## config.mk

```make
export PLATFORM = sky130hd
export DESIGN_NAME = ext_bus_master
export DESIGN_NICKNAME = d
export VERILOG_FILES = /design/src/rtl/ext_bus_master.sv
export SDC_FILE = /design/constraint.sdc
export NUM_CORES = 1
export LEC_CHECK = 0
export BUFFER_PORTS_ARGS = -buffer_cell sky130_fd_sc_hd__buf_2
export CAP_MARGIN = 20
export CORE_UTILIZATION = 50
export CTS_CLUSTER_SIZE = 12
export DETAILED_ROUTE_END_ITERATION = 12
export MAX_ROUTING_LAYER = met4
export PLACE_DENSITY = 0.87
export SLEW_MARGIN = 40
export SYNTH_ARGS = -nofsm -noshare
export SYNTH_HDL_FRONTEND = slang
export SYNTH_SLANG_ARGS = --single-unit
```

## constraint.sdc

```tcl
create_clock -name clk -period 4.3 [get_ports clk]
set_input_delay 1.075 -clock clk [delete_from_list [all_inputs] [get_ports clk]]
set_output_delay 1.075 -clock clk [all_outputs]
set_load 0.01 [all_outputs]
```

## src/rtl/ext_bus_master.sv

```systemverilog
module ext_bus_master #(
  parameter int AW          = 32,
  parameter int WAIT_W      = 4,
  parameter int BURST_BEATS = 4
) (
  input  logic                        clk,
  input  logic                        rst_n,
  input  logic                        req_valid,
  input  logic [AW-1:0]               req_addr,
  input  logic [32*BURST_BEATS-1:0]   req_wdata,
  input  logic [1:0]                  req_size,
  input  logic                        req_write,
  input  logic                        req_burst,
  input  logic                        req_cs,
  input  logic [WAIT_W-1:0]           cfg_wait,
  input  logic                        cfg_mux_en,
  input  logic                        cfg_port16,
  input  logic                        cfg_hi_half,
  output logic                        busy,
  output logic                        xfer_done,
  output logic                        xfer_err,
  output logic                        rd_valid,
  output logic [31:0]                 rd_data,
  output logic                        bus_ts,
  output logic                        bus_rd_wr,
  output logic                        bus_oe,
  output logic [AW-1:0]               bus_addr,
  output logic [31:0]                 bus_ad_out,
  output logic                        bus_ad_oe,
  input  logic [31:0]                 bus_ad_in,
  input  logic                        bus_ta_in,
  input  logic                        bus_tea_in,
  output logic                        bus_ack_drive
);
  localparam int DW     = 32;
  localparam int BEAT_W = (BURST_BEATS > 1) ? $clog2(BURST_BEATS) : 1;

  typedef enum logic [1:0] {S_IDLE, S_ADDR, S_DATA} state_t;

  state_t                    st;
  logic [AW-1:0]             addr_q;
  logic [DW*BURST_BEATS-1:0] wdat_q;
  logic [1:0]                size_q;
  logic                      wr_q, burst_q, cs_q, mux_q, p16_q, hi_q;
  logic [WAIT_W-1:0]         wait_q, cnt_q;
  logic [BEAT_W-1:0]         beat_q;
  logic                      done_q, err_q, rvalid_q;
  logic [DW-1:0]             rdata_q;

  logic          in_data, last_beat, cnt_zero, beat_end, abort;
  logic [1:0]    eff;
  logic [4:0]    shamt;
  logic [DW-1:0] lmask, cur_wd, wr_place, rd_extract;

  assign in_data   = (st == S_DATA);
  assign cnt_zero  = (cnt_q == '0);
  assign last_beat = burst_q ? (beat_q == BEAT_W'(BURST_BEATS-1)) : (beat_q == '0);
  assign abort     = in_data && bus_tea_in;
  assign beat_end  = in_data && (cs_q ? cnt_zero : ((wr_q && !last_beat) ? 1'b1 : bus_ta_in));

  assign eff = burst_q ? (p16_q ? 2'd1 : 2'd2)
             : ((p16_q && size_q[1]) ? 2'd1 : size_q);

  always_comb begin
    if (p16_q)
      shamt = (hi_q ? 5'd16 : 5'd0) + ((eff == 2'd0 && addr_q[0]) ? 5'd8 : 5'd0);
    else begin
      case (eff)
        2'd0:    shamt = {addr_q[1:0], 3'b000};
        2'd1:    shamt = {addr_q[1], 4'b0000};
        default: shamt = 5'd0;
      endcase
    end
    case (eff)
      2'd0:    lmask = 32'h0000_00FF;
      2'd1:    lmask = 32'h0000_FFFF;
      default: lmask = 32'hFFFF_FFFF;
    endcase
  end

  assign cur_wd     = wdat_q[DW*int'(beat_q) +: DW];
  assign wr_place   = (cur_wd & lmask) << shamt;
  assign rd_extract = (bus_ad_in >> shamt) & lmask;

  assign busy          = (st != S_IDLE);
  assign xfer_done     = done_q;
  assign xfer_err      = err_q;
  assign rd_valid      = rvalid_q;
  assign rd_data       = rdata_q;
  assign bus_ts        = (st == S_ADDR);
  assign bus_rd_wr     = busy ? !wr_q : 1'b1;
  assign bus_addr      = addr_q;
  assign bus_oe        = in_data && !wr_q && cs_q;
  assign bus_ad_oe     = (bus_ts && mux_q) || (in_data && wr_q);
  assign bus_ad_out    = bus_ts ? DW'(addr_q) : (in_data && wr_q) ? wr_place : '0;
  assign bus_ack_drive = in_data && cs_q && cnt_zero && (!wr_q || last_beat) && !bus_tea_in;

  always_ff @(posedge clk or negedge rst_n) begin
    if (!rst_n) begin
      st <= S_IDLE;
      addr_q <= '0; wdat_q <= '0; size_q <= '0;
      wr_q <= 1'b0; burst_q <= 1'b0; cs_q <= 1'b0;
      mux_q <= 1'b0; p16_q <= 1'b0; hi_q <= 1'b0;
      wait_q <= '0; cnt_q <= '0; beat_q <= '0;
      done_q <= 1'b0; err_q <= 1'b0; rvalid_q <= 1'b0; rdata_q <= '0;
    end else begin
      done_q   <= 1'b0;
      rvalid_q <= 1'b0;
      case (st)
        S_IDLE: if (req_valid) begin
          st <= S_ADDR;
          addr_q <= req_addr; wdat_q <= req_wdata; size_q <= req_size;
          wr_q <= req_write; burst_q <= req_burst; cs_q <= req_cs;
          mux_q <= cfg_mux_en; p16_q <= cfg_port16; hi_q <= cfg_hi_half;
          wait_q <= cfg_wait; err_q <= 1'b0;
        end
        S_ADDR: begin
          st <= S_DATA;
          beat_q <= '0;
          cnt_q <= wait_q;
        end
        S_DATA: begin
          if (abort) begin
            st <= S_IDLE; done_q <= 1'b1; err_q <= 1'b1;
          end else if (beat_end) begin
            if (!wr_q) begin
              rvalid_q <= 1'b1;
              rdata_q  <= rd_extract;
            end
            if (last_beat) begin
              st <= S_IDLE; done_q <= 1'b1;
            end else begin
              beat_q <= beat_q + 1'b1;
              cnt_q  <= wait_q;
            end
          end else if (cs_q && !cnt_zero) begin
            cnt_q <= cnt_q - 1'b1;
          end
        end
        default: st <= S_IDLE;
      endcase
    end
  end


  ts_single_chk: assert property (@(posedge clk) disable iff (!rst_n) bus_ts |=> !bus_ts);

  rdwr_steady_chk: assert property (@(posedge clk) disable iff (!rst_n) in_data |-> $stable(bus_rd_wr));

  oe_cs_read_chk: assert property (@(posedge clk) disable iff (!rst_n) bus_oe |-> (bus_rd_wr && cs_q));

  oe_follows_ts_chk: assert property (@(posedge clk) disable iff (!rst_n) (bus_ts && bus_rd_wr && cs_q) |=> bus_oe);

  bus_free_on_oe_chk: assert property (@(posedge clk) disable iff (!rst_n) bus_oe |-> !bus_ad_oe);

  ack_cs_only_chk: assert property (@(posedge clk) disable iff (!rst_n) bus_ack_drive |-> (cs_q && busy));

  tea_ends_chk: assert property (@(posedge clk) disable iff (!rst_n) (in_data && bus_tea_in) |=> (xfer_done && xfer_err && !busy));

  done_pulse_chk: assert property (@(posedge clk) disable iff (!rst_n) xfer_done |=> !xfer_done);
endmodule

```

; ---- Word-level counts from Yosys, hierarchy flattened
; Cells that the tools add are included.
[word_totals]
regBits = 215
latch_bits = 0
ramBits = 0
rom_bits = 0
in_bits = 209
output_inout_bits = 105
elab_cells = 112
n_memories = 0
[op_classes]
n_addsub = 3
mul = 0
div = 0
magnitude_cmp = 0
eq_ne = 13
shift = 3
mux = 39
bitwise_logic = 4
reduce_logical = 33
[op_table]
columns = cell, n
row1 = variable part select 128 x 8 -> 32 bit, 1
row2 = AND 32 bit, 2
row3 = two-way mux 32 bit, 2
row4 = one-hot mux 32 bit (2 select lines), 1
row5 = << shifter 32 x 5 -> 32 bit, 1
row6 = right shift 32 x 5 -> 32 bit, 1
row7 = two-way mux 2 bit, 10
row8 = two-way mux 4 bit, 5
row9 = logical AND 1 bit, 14
row10 = two-way mux 1 bit, 14
row11 = AND reduction 4 bit, 3
row12 = two-way mux 5 bit, 2
row13 = one-hot mux 5 bit (2 select lines), 1
row14 = inequality test 3 x 1 -> 1 bit (second input constant), 3
row15 = one-hot mux 4 bit (2 select lines), 1
row16 = zero test 2 bit, 3
row17 = inequality test 2 bit (second input constant), 3
row18 = one-hot mux 2 bit (3 select lines), 1
row19 = AND reduction 3 bit, 2
row20 = nonzero test 2 bit, 3
row21 = adder 5 x 4 -> 5 bit, 1
row22 = equality test 2 x 1 -> 1 bit (second input constant), 2
row23 = equality test 2 bit (second input constant), 2
row24 = zero test 1 bit, 4
row25 = 10 further kinds, 13

; ---- Depth between registers and ports, before layout
; Gate-level depths: netlist (run 1).
[depth]
ltp_word = 11
ltp_mapped = 10
mapped_depth_nobuf = 7

; ---- Least setup slack after synthesis (run 1)
; Ideal clock, no wire load.
[synth_path]
path_kind = flip-flop to output port
start = reg st[0]
end = out bus_ad_out[16]
arrival_ns = 1.841
t_required_ns = 3.225
path_slack_ns = 1.384
path_stages_with_launch = 7
path_buffers = 2
cell_sequence = dfrtp_1 -> ha_1 -> clkbuf_1 -> nor4_4 -> buf_2 -> a21oi_1 -> o21ai_0
[synth_via]
elab_cells_between_ends = 5
cone_classes = 2 x eq/ne / 2 x mux / 1 x reduce/logical
[synth_rtl]
columns = element, line
row1 = from (decl), 40  ; state_t st;
row2 = from (signal assigned), 100  ; st <= S_IDLE;
row3 = from (signal assigned), 111  ; st <= S_ADDR;
row4 = from (signal assigned), 118  ; st <= S_DATA;
row5 = equality test 2 x 1 -> 1 bit, 90  ; assign bus_ts = (st == S_ADDR);
row6 = net bus_ts, 24  ; output logic bus_ts,
row7 = two-way mux 32 bit, 95  ; assign bus_ad_out = bus_ts ? DW'(addr_q) : (in_data && wr_q) ? wr_place : '0;
row8 = to (decl), 28  ; output logic [31:0] bus_ad_out,
; The timed path passes the listed nets, and every way through them passes these cells.

; ---- Final worst setup path (run 1)
[layout_path]
start = reg burst_q
end = out bus_ad_out[17]
[layout_via]
elab_chain_len = 9
elab_cells_between_ends = 13
cone_classes = 1 x add/sub / 1 x eq/ne / 1 x shift / 7 x mux / 1 x bitwise / 2 x reduce/logical
[layout_rtl]
columns = element, line
row1 = from (decl), 44  ; logic wr_q, burst_q, cs_q, mux_q, p16_q, hi_q;
row2 = from (signal assigned), 113  ; wr_q <= req_write; burst_q <= req_burst; cs_q <= req_cs;
row3 = two-way mux 2 bit *, 61  ; assign eff = burst_q ? (p16_q ? 2'd1 : 2'd2)
row4 = zero test 2 bit, "66, 68, 74"
row5 = logical AND 1 bit, 66  ; shamt = (hi_q ? 5'd16 : 5'd0) + ((eff == 2'd0 && addr_q[0]) ? 5'd8 : 5'd0);
row6 = two-way mux 4 bit, 66
row7 = adder 5 x 4 -> 5 bit, 66
row8 = two-way mux 5 bit, 65  ; if (p16_q)
row9 = << shifter 32 x 5 -> 32 bit *, 82  ; assign wr_place = (cur_wd & lmask) << shamt;
row10 = two-way mux 32 bit * (2 in series), 95
; Every way passes the cells marked *; elsewhere a longest branch is shown, timed or not.

==> flow_summary.json, run 1 <==
{
  "post-route-period-util": 0.958,
  "postRouteAntennaNets": 0,
  "postLayoutSetupSlackWorst_ns": 0.183,
  "floorplan.die_area_um2": 20800,
  "finalCriticalPeriod_ns": 4.12,
  "syn_area_um2": 10100,
  "grt_first_pass_wirelength_um": 42100,
  "root_buffer": "sky130_fd_sc_hd__clkbuf_16",
  "p_sw_frac": 0.361,
  "cpPeakStageDelay_ns": 0.61,
  "synth_sequential_area_ratio": 0.531,
  "final-hold-violation-count": 0,
  "syn-num-nets": 990,
  "max_cap_violations": 0,
  "pwr-share-comb": 0.417,
  "antenna_found_initial": 9,
  "drtIter0Drc": 352,
  "flow.area_growth_from_synthesis_pct": 25.6,
  "seq_power_share": 0.384,
  "design.final.nets": 1290,
  "place_hpwl_um": 20800,
  "drt-pass1-iter-count": 5,
  "crit_path_max_fanout": 18,
  "std_cell_rows": 51,
  "pin_count_of_the_biggest_net_entering_global_routing": 112,
  "power.density_cell_area_nw_per_um2": 761,
  "power.switching_uw": 3490,
  "cell_variety_after_synth": 53,
  "cts_inserted_buffers": 23,
  "worst_r2r_path_depth": 6,
  "rr_endpoint": "rd_data[10]",
  "clock_power_share": 0.199,
  "ctsHtreeMaxLevel": 1,
  "yosysTopAreaCellShare": 0.531,
  "ctsLongestPathBuffers": 3,
  "core-area_um2": 19700,
  "gp_congestion": 0.838,
  "route.detailed.wl_per_inst_um": 20.8,
  "grt_usage": 0.280,
  "path_clk_slew_ns": 0.06,
  "run_status": "finished, final reports clean",
  "cp.required_ns": 3.22,
  "hold-path-endpoint": "rd_data[15]",
  "drive_above_1_share": 0.544,
  "achievable-frequency_mhz": 243,
  "regToRegStartpoint": "st[0]",
  "synth-edff-count": 0,
  "setup_viol_count_final": 0,
  "tritoncts_num_sinks": 215,
  "syn_inst": 774,
  "worst-setup-path-type": "flip-flop to primary output",
  "cts_tree": "yes",
  "endpoint_kind": "primary output",
  "fin_area_um2": 12700,
  "register_to_register_setup_slack_ns": 1.60,
  "post_dp_cell_area_um2": 12000,
  "post_cts_buffers": 0,
  "count_of_state_elements_after_synthesis": 215,
  "route.final.wire_length_um": 28300,
  "cp.arrival_ns": 3.04,
  "multiInputGateArea_um2": 4470,
  "worstHoldStart": "rd_data[15]",
  "grt_pass1_vias": 7657,
  "worst_slew_pin_slew_ns": 0.753,
  "die-width_um": 144,
  "filler_cell_count": 1495,
  "rsz_0062_raised_after_global_routing": "false",
  "io_buffer_count": 313,
  "post-route-drc-count": 0,
  "post_cts_resized": 0,
  "fin_skew_ns": 0.00691,
  "min_path_cells": 2,
  "cts_hold_buf": 0,
  "via_per_inst": 5.58,
  "postSynth.asyncResetShare": 1.00,
  "most_frequent_cells_after_synthesis": "215 x sky130_fd_sc_hd__dfrtp_1, 172 x sky130_fd_sc_hd__mux2_2, 86 x sky130_fd_sc_hd__nand2_1",
  "final.hold.worst_slack_ns": 0.472,
  "detailroute.via_count": 7604,
  "worst_skew_pair_latency_ns": 0.52,
  "yosys_most_used_dff": "sky130_fd_sc_hd__dfrtp_1",
  "cp-start-kind": "flip-flop",
  "worst_ir_drop_vdd_v": 0.000478,
  "num_io_pins": 314,
  "final-seq-area_um2": 5380,
  "finalMaxSlewViolations": 0,
  "worstPathCellList": "nor4b_1, a21oi_4, nor3_4, a21oi_1, o21ai_0, buf_2",
  "synth.top_cells.by_area": "sky130_fd_sc_hd__dfrtp_1 53%, sky130_fd_sc_hd__mux2_2 19%, sky130_fd_sc_hd__mux4_2 7.1%",
  "synth_top_area_cell": "sky130_fd_sc_hd__dfrtp_1",
  "setup_tns_after_final_layout_ns": 0,
  "dp_slack_ns": 0.677,
  "gr-total-overflow": 0,
  "postSynthAreaPerCell_um2": 13.1,
  "hp-class": "flip-flop to flip-flop",
  "slew-limit-headroom": 0.498,
  "initial_utilization": 0.515,
  "count_leader_synth": "sky130_fd_sc_hd__dfrtp_1",
  "yosysWarningCount": 0,
  "critPathSlowestCell": "sky130_fd_sc_hd__nor3_4",
  "power_leakage_uw": 0.00599,
  "vert_die_dim_um": 144,
  "intPower_uw": 6190
}
cells in the final DEF, fill, tap and decap left out, types with 8 or more instances in the layout:
cell | synthesis | routed
sky130_fd_sc_hd__a311oi_1 | 8 | 8
sky130_fd_sc_hd__o21ai_2 | 8 | 8
sky130_fd_sc_hd__diode_2 | 0 | 10
sky130_fd_sc_hd__o21ai_1 | 10 | 10
sky130_fd_sc_hd__clkbuf_16 | 0 | 24
sky130_fd_sc_hd__a21o_1 | 8 | 8
sky130_fd_sc_hd__nand2_1 | 86 | 85
sky130_fd_sc_hd__buf_2 | 12 | 312
sky130_fd_sc_hd__o21ai_0 | 28 | 28
sky130_fd_sc_hd__buf_4 | 6 | 11
sky130_fd_sc_hd__inv_1 | 13 | 13
sky130_fd_sc_hd__a21oi_1 | 45 | 45
sky130_fd_sc_hd__a22o_1 | 9 | 9
sky130_fd_sc_hd__a211oi_1 | 8 | 8
sky130_fd_sc_hd__dfrtp_1 | 215 | 213
sky130_fd_sc_hd__mux2_2 | 172 | 172
sky130_fd_sc_hd__mux4_2 | 32 | 32
sky130_fd_sc_hd__mux2i_1 | 10 | 10
sky130_fd_sc_hd__nor2b_1 | 16 | 16
worst max path at each step:
stage / from / end / slack (ns) / depth (start not counted)
detailed placement: st[0] / bus_ad_out[17] / 0.68 / 7
finish: burst_q / bus_ad_out[17] / 0.18 / 6
global placement: burst_q / bus_ad_out[17] / 0.75 / 6
floorplan: st[0] / bus_ad_out[16] / 1.38 / 6
CTS: st[0] / bus_ad_out[17] / 0.10 / 7
global route: st[0] / bus_ad_out[17] / 0.005 / 7
routing by layer:
metal / routed length, um / up-vias / track usage
met5: 0 / - / -
met4: 909 / 0 / 0.0992
met3: 2180 / 60 / 0.0619
met2: 14100 / 322 / 0.470
met1: 11100 / 3786 / 0.332
li1: - / 3436 / -
cells by family after synthesis:
logic type      Yosys count  share of synthesized area
mux                     217                      0.277
flops                   215                      0.531
compound gates          143                     0.0919
simple gates            127                     0.0617
buf+inv                  65                     0.0300
fa+ha+maj                 7                    0.00865
sequential cells by signal (all words and copies together), names as in the netlist, 2 cells and up:
| name | flops |
|---|---|
| beat_q | 2 |
| size_q | 2 |
| st | 2 |
| bus_addr | 32 |
| wait_q | 4 |
| wdat_q | 128 |
| rd_data | 32 |
| cnt_q | 4 |
cell type report:
| type | instances | share of cell area |
|---|---|---|
| diodes | 10 | 0.00197 |
| clock buffers | 34 | 0.0524 |
| clock inverters | 4 | 0.00472 |
| inverters | 13 | 0.00384 |
| multi-input cells | 494 | 0.352 |
| flip-flops and latches | 215 | 0.423 |
| well taps | 265 | 0.0261 |
| repair buffers | 327 | 0.136 |
worst max-delay path: cells and delay by family, from the launching register on:
| family | cells | cell delay, ns |
|---|---|---|
| AOI/OAI and AO/OA | 3 | 0.67 |
| and+or+nand+nor | 2 | 1.15 |
| buffers and inverters | 1 | 0.21 |
| DFF | 1 | 0.47 |
metrics by stage:
stage / total power (uW) / utilization / instances
final: 9680 / 0.647 / 1362
after global routing: 10200 / 0.647 / 1361
after CTS: 9730 / 0.645 / 1352
after detailed placement: 7780 / 0.608 / 1314
after global placement: 7600 / 0.608 / 1314
after floorplan: 6300 / - / 774
power groups by stage:
stage	clock, uW	sequential, uW	combinational, uW
2_1_floorplan	0	3580	2720
3_3_place_gp	0	3670	3930
3_5_place_dp	0	3730	4040
4_1_cts	1960	3700	4070
5_1_grt	2020	3840	4370
6_report	1920	3720	4040
(Power assumes the default switching activity.)
==> run 2, diff against run 1 <==
--- a/config.mk
+++ b/config.mk
@@ -8,10 +8,11 @@
 export BUFFER_PORTS_ARGS = -buffer_cell sky130_fd_sc_hd__buf_2
 export CAP_MARGIN = 20
 export CORE_UTILIZATION = 50
+export CTS_BUF_LIST = sky130_fd_sc_hd__clkbuf_2 sky130_fd_sc_hd__clkbuf_4 sky130_fd_sc_hd__clkbuf_8
 export CTS_CLUSTER_SIZE = 12
 export DETAILED_ROUTE_END_ITERATION = 12
 export MAX_ROUTING_LAYER = met4
-export PLACE_DENSITY = 0.87
+export PLACE_DENSITY = 0.78
 export SLEW_MARGIN = 40
 export SYNTH_ARGS = -nofsm -noshare
 export SYNTH_HDL_FRONTEND = slang
==> flow_summary.json, run 2 (synthesized netlist as in run 1, its figures left out) <==
{
  "final-hold-violation-count": 0,
  "drive_above_1_share": 0.560,
  "std_cell_rows": 51,
  "worst-setup-path-type": "flip-flop to primary output",
  "pin_count_of_the_biggest_net_entering_global_routing": 96,
  "die-width_um": 144,
  "post_layout_nonfiller_instances": 1388,
  "postLayoutSetupSlackWorst_ns": 0.317,
  "detailroute.via_count": 7620,
  "post_cts_resized": 0,
  "post-route-drc-count": 0,
  "dp_slack_ns": 0.911,
  "fin_area_um2": 12700,
  "cts_inserted_buffers": 37,
  "achievable-frequency_mhz": 251,
  "max_cap_violations": 0,
  "post-route-period-util": 0.926,
  "filler_cell_count": 1564,
  "finalMaxSlewViolations": 0,
  "power_leakage_uw": 0.00603,
  "antenna_found_initial": 8,
  "place_hpwl_um": 21300,
  "flow.area_growth_from_synthesis_pct": 25.7,
  "via_per_inst": 5.49,
  "gp_congestion": 0.840,
  "vert_die_dim_um": 144,
  "cp.arrival_ns": 2.91,
  "tritoncts_num_sinks": 215,
  "crit_path_max_fanout": 16,
  "worst_ir_drop_vdd_v": 0.000376,
  "num_io_pins": 314,
  "largest_register_ffs": 128,
  "root_buffer": "sky130_fd_sc_hd__clkbuf_8",
  "layout_commonest_cell": "sky130_fd_sc_hd__buf_2",
  "post_dp_cell_area_um2": 12000,
  "route.final.wire_length_um": 28400,
  "placed_cells_incl_taps": 1320,
  "drt-pass1-iter-count": 5,
  "gr-total-overflow": 0,
  "grt_usage": 0.285,
  "critPathSlowestCell": "sky130_fd_sc_hd__nor3_2",
  "floorplan.die_area_um2": 20800,
  "ctsHtreeMaxLevel": 2,
  "endpoint_kind": "primary output",
  "cp-start-kind": "flip-flop",
  "worstPathCellList": "nor3_2, nand2_1, a21oi_1, o21ai_0, buf_2",
  "worst_slew_pin_slew_ns": 0.812,
  "ctsLongestPathBuffers": 3,
  "initial_utilization": 0.515,
  "rsz_0062_raised_after_global_routing": "false",
  "post_cts_buffers": 0,
  "cts_hold_buf": 0,
  "fin_skew_ns": 0.0101,
  "route.detailed.wl_per_inst_um": 20.5,
  "finalCriticalPeriod_ns": 3.98,
  "grt_first_pass_wirelength_um": 42700,
  "core-area_um2": 19700,
  "io_buffer_count": 313,
  "drtIter0Drc": 341,
  "postRouteAntennaNets": 0,
  "cpPeakStageDelay_ns": 0.55,
  "grt_pass1_vias": 7771,
  "mostFrequentLayoutCells": "312 x sky130_fd_sc_hd__buf_2, 213 x sky130_fd_sc_hd__dfrtp_1, 172 x sky130_fd_sc_hd__mux2_2, 85 x sky130_fd_sc_hd__nand2_1, 45 x sky130_fd_sc_hd__a21oi_1",
  "registers.top_by_ff_count": "wdat_q",
  "hp-class": "flip-flop to flip-flop",
  "worst_skew_pair_latency_ns": 0.52,
  "setup_viol_count_final": 0,
  "power.density_cell_area_nw_per_um2": 750,
  "design.final.nets": 1310,
  "run_status": "finished, final reports clean",
  "cts_tree": "yes",
  "setup_tns_after_final_layout_ns": 0,
  "cp.required_ns": 3.22,
  "slew-limit-headroom": 0.459,
  "path_clk_slew_ns": 0.06
}
run 2: layer usage:
layer  vias to the layer above  GRT usage  wire length, um
met2                       342      0.457            13900
li1                       3467          -                -
met5                         -          -                0
met1                      3736      0.333            11000
met4                         0      0.132             1130
met3                        75     0.0811             2340
run 2: path summary, 6_finish.rpt:
| check | startpoint | to | slack [ns] | cells past startpoint |
|---|---|---|---|---|
| worst max-delay path | burst_q | bus_ad_out[18] | 0.32 | 5 |
| worst min-delay path | rd_data[21] | rd_data[21] | 0.47 | 2 |
| worst max register to register | st[0] | rd_data[11] | 1.58 | 6 |
| worst min register to register | rd_data[21] | rd_data[21] | 0.47 | 2 |
| max in group asynchronous | rst_n | rd_data[11] | 2.78 | 3 |
| min in group asynchronous | rst_n | bus_addr[6] | 0.49 | 1 |
run 2: critical path, delay by kind of cell (launching register included):
kind / cells / cell delay, ns
compound gates: 2 / 0.64
buf+inv: 1 / 0.18
simple gates: 2 / 1.09
flops: 1 / 0.47
run 2: power by group:
group	total (uW)	internal, uW	switching (uW)
clock	1800	1010	789
combinational	4010	2050	1960
sequential	3730	3010	717
total	9550	6080	3470
run 2: through the flow:
step           hold WS [ns]  utilization  total power [uW]
6_report              0.470        0.648              9550
5_1_grt               0.488        0.648             10100
4_1_cts               0.473        0.646              9600
3_5_place_dp          0.461        0.610              7780
3_3_place_gp          0.453        0.609              7650
2_1_floorplan         0.463            -              6300
run 2: layout make-up:
cell class | instances | area, um^2 | area share
Timing Repair Buffer | 333 | 1770 | 0.139
Multi-Input combinational cell | 494 | 4460 | 0.350
Clock inverter | 3 | 20.0 | 0.00157
Inverter | 13 | 48.8 | 0.00383
Tap cell | 265 | 332 | 0.0261
Antenna cell | 8 | 20.0 | 0.00157
Sequential cell | 215 | 5390 | 0.423
Clock buffer | 57 | 691 | 0.0543
==> run 3, diff against run 2 <==
--- a/config.mk
+++ b/config.mk
@@ -8,7 +8,7 @@
 export BUFFER_PORTS_ARGS = -buffer_cell sky130_fd_sc_hd__buf_2
 export CAP_MARGIN = 20
 export CORE_UTILIZATION = 50
-export CTS_BUF_LIST = sky130_fd_sc_hd__clkbuf_2 sky130_fd_sc_hd__clkbuf_4 sky130_fd_sc_hd__clkbuf_8
+export CTS_BUF_LIST = sky130_fd_sc_hd__clkbuf_16
 export CTS_CLUSTER_SIZE = 12
 export DETAILED_ROUTE_END_ITERATION = 12
 export MAX_ROUTING_LAYER = met4
==> flow_summary.json, run 3 (synthesized netlist as in run 1, its figures left out) <==
{
  "route.detailed.wl_per_inst_um": 20.9,
  "max_cap_violations": 0,
  "post_cts_resized": 0,
  "clock_power_share": 0.189,
  "intPower_uw": 6090,
  "p_sw_frac": 0.363,
  "vert_die_dim_um": 144,
  "worst_ir_drop_vdd_v": 0.000437,
  "gr-total-overflow": 0,
  "layout_commonest_cell": "sky130_fd_sc_hd__buf_2",
  "pwr-share-comb": 0.421,
  "post-route-period-util": 0.921,
  "root_buffer": "sky130_fd_sc_hd__clkbuf_16",
  "drive_above_1_share": 0.544,
  "worst-setup-path-type": "flip-flop to primary output",
  "crit_start": "burst_q",
  "power_leakage_uw": 0.00600,
  "postLayoutSetupSlackWorst_ns": 0.338,
  "hp-class": "flip-flop to flip-flop",
  "final-hold-violation-count": 0,
  "fin_skew_ns": 0.00675,
  "drt-pass1-iter-count": 5,
  "drtIter0Drc": 336,
  "worst_skew_pair_latency_ns": 0.51,
  "detailroute.via_count": 7521,
  "critPathSlowestCell": "sky130_fd_sc_hd__nand2_1",
  "std_cell_rows": 51,
  "largest_register_ffs": 128,
  "grt_usage": 0.284,
  "pin_count_of_the_biggest_net_entering_global_routing": 96,
  "post_cts_buffers": 0,
  "cpPeakStageDelay_ns": 0.56,
  "worst_r2r_path_depth": 6,
  "endpoint_kind": "primary output",
  "design.final.nets": 1296,
  "rr_endpoint": "rd_data[11]",
  "route.final.wire_length_um": 28500,
  "cts_hold_buf": 0,
  "buffers_and_inverters_on_the_worst_path": 1,
  "num_io_pins": 314,
  "antenna_found_initial": 9,
  "setup_viol_count_final": 0,
  "core-area_um2": 19700,
  "tritoncts_num_sinks": 215,
  "min_path_cells": 2,
  "post-route-drc-count": 0,
  "cp.required_ns": 3.22,
  "initial_utilization": 0.515,
  "grt_pass1_vias": 7606,
  "dp_slack_ns": 0.911,
  "finalMaxSlewViolations": 0,
  "ctsLongestPathBuffers": 3,
  "grt_first_pass_wirelength_um": 42600,
  "cts_tree": "yes",
  "via_per_inst": 5.51,
  "power.switching_uw": 3470,
  "place_hpwl_um": 21300,
  "regToRegStartpoint": "st[0]",
  "gp_congestion": 0.840,
  "finalCriticalPeriod_ns": 3.96,
  "io_buffer_count": 313,
  "cp.arrival_ns": 2.89,
  "flow.area_growth_from_synthesis_pct": 25.3,
  "final_core_util": 0.646,
  "setup_tns_after_final_layout_ns": 0,
  "slew-limit-headroom": 0.457,
  "power.density_cell_area_nw_per_um2": 754,
  "die-width_um": 144,
  "floorplan.die_area_um2": 20800,
  "critPathTopFamily": "simple AND/OR/NAND/NOR gates",
  "worstPathCellList": "nor3_2, nand2_1, a21oi_1, o21ai_0, buf_2",
  "seq_power_share": 0.390,
  "path_clk_slew_ns": 0.06,
  "mostFrequentLayoutCells": "312 x sky130_fd_sc_hd__buf_2, 213 x sky130_fd_sc_hd__dfrtp_1, 172 x sky130_fd_sc_hd__mux2_2, 85 x sky130_fd_sc_hd__nand2_1, 45 x sky130_fd_sc_hd__a21oi_1",
  "registers.top_by_ff_count": "wdat_q",
  "crit_path_max_fanout": 16,
  "achievable-frequency_mhz": 252,
  "rsz_0062_raised_after_global_routing": "false",
  "cts_inserted_buffers": 23,
  "worst_slew_pin_slew_ns": 0.815,
  "ctsHtreeMaxLevel": 1,
  "hold-path-endpoint": "rd_data[21]",
  "worstHoldStart": "rd_data[21]",
  "run_status": "finished, final reports clean",
  "postRouteAntennaNets": 0,
  "register_to_register_setup_slack_ns": 1.57,
  "cp-start-kind": "flip-flop"
}
[run 3: worst max-delay path by stage]
stage	endpoint	slack, ns	cells past startpoint
CTS	bus_ad_out[9]	0.38	6
detailed placement	bus_ad_out[9]	0.91	6
global route	bus_ad_out[18]	0.21	5
finish	bus_ad_out[18]	0.34	5
global placement	bus_ad_out[9]	0.93	6
floorplan	bus_ad_out[16]	1.38	6
[run 3: per-layer routing]
layer	share of wire	global-route usage	wire, um
met1	0.39	0.334	11000
met2	0.50	0.463	14100
met5	0	-	0
met3	0.077	0.0738	2200
met4	0.040	0.116	1150
[run 3: power groups by stage]
stage               Sequential (uW)  Combinational (uW)  Clock, uW
finish                         3730                4020       1810
global route                   3840                4370       1930
CTS                            3720                4050       1840
detailed placement             3750                4030          0
global placement               3710                3940          0
floorplan                      3580                2720          0
[run 3: final cells by class]
type,count,area (um^2)
inverter,13,48.8
timing repair buffer,333,1770
multi-input combinational,494,4460
tap,265,332
sequential,215,5390
fill,1566,6970
clock buffer,23,576
antenna,9,22.5
clock inverter,12,92.6
[run 3: stage by stage]
step	power [uW]	instance area (um^2)	instances	hold WS (ns)
floorplan	6300	10100	774	0.463
global placement	7650	12000	1319	0.453
detailed placement	7780	12000	1320	0.461
CTS	9610	12700	1355	0.474
global route	10100	12700	1364	0.490
finish	9560	12700	1364	0.471
[run 3: tightest hold or removal path, stage by stage (launching register included)]
cell and delay [ns]:
sky130_fd_sc_hd__dfrtp_1 0.33, sky130_fd_sc_hd__nand2_1 0.05, sky130_fd_sc_hd__o21ai_0 0.06
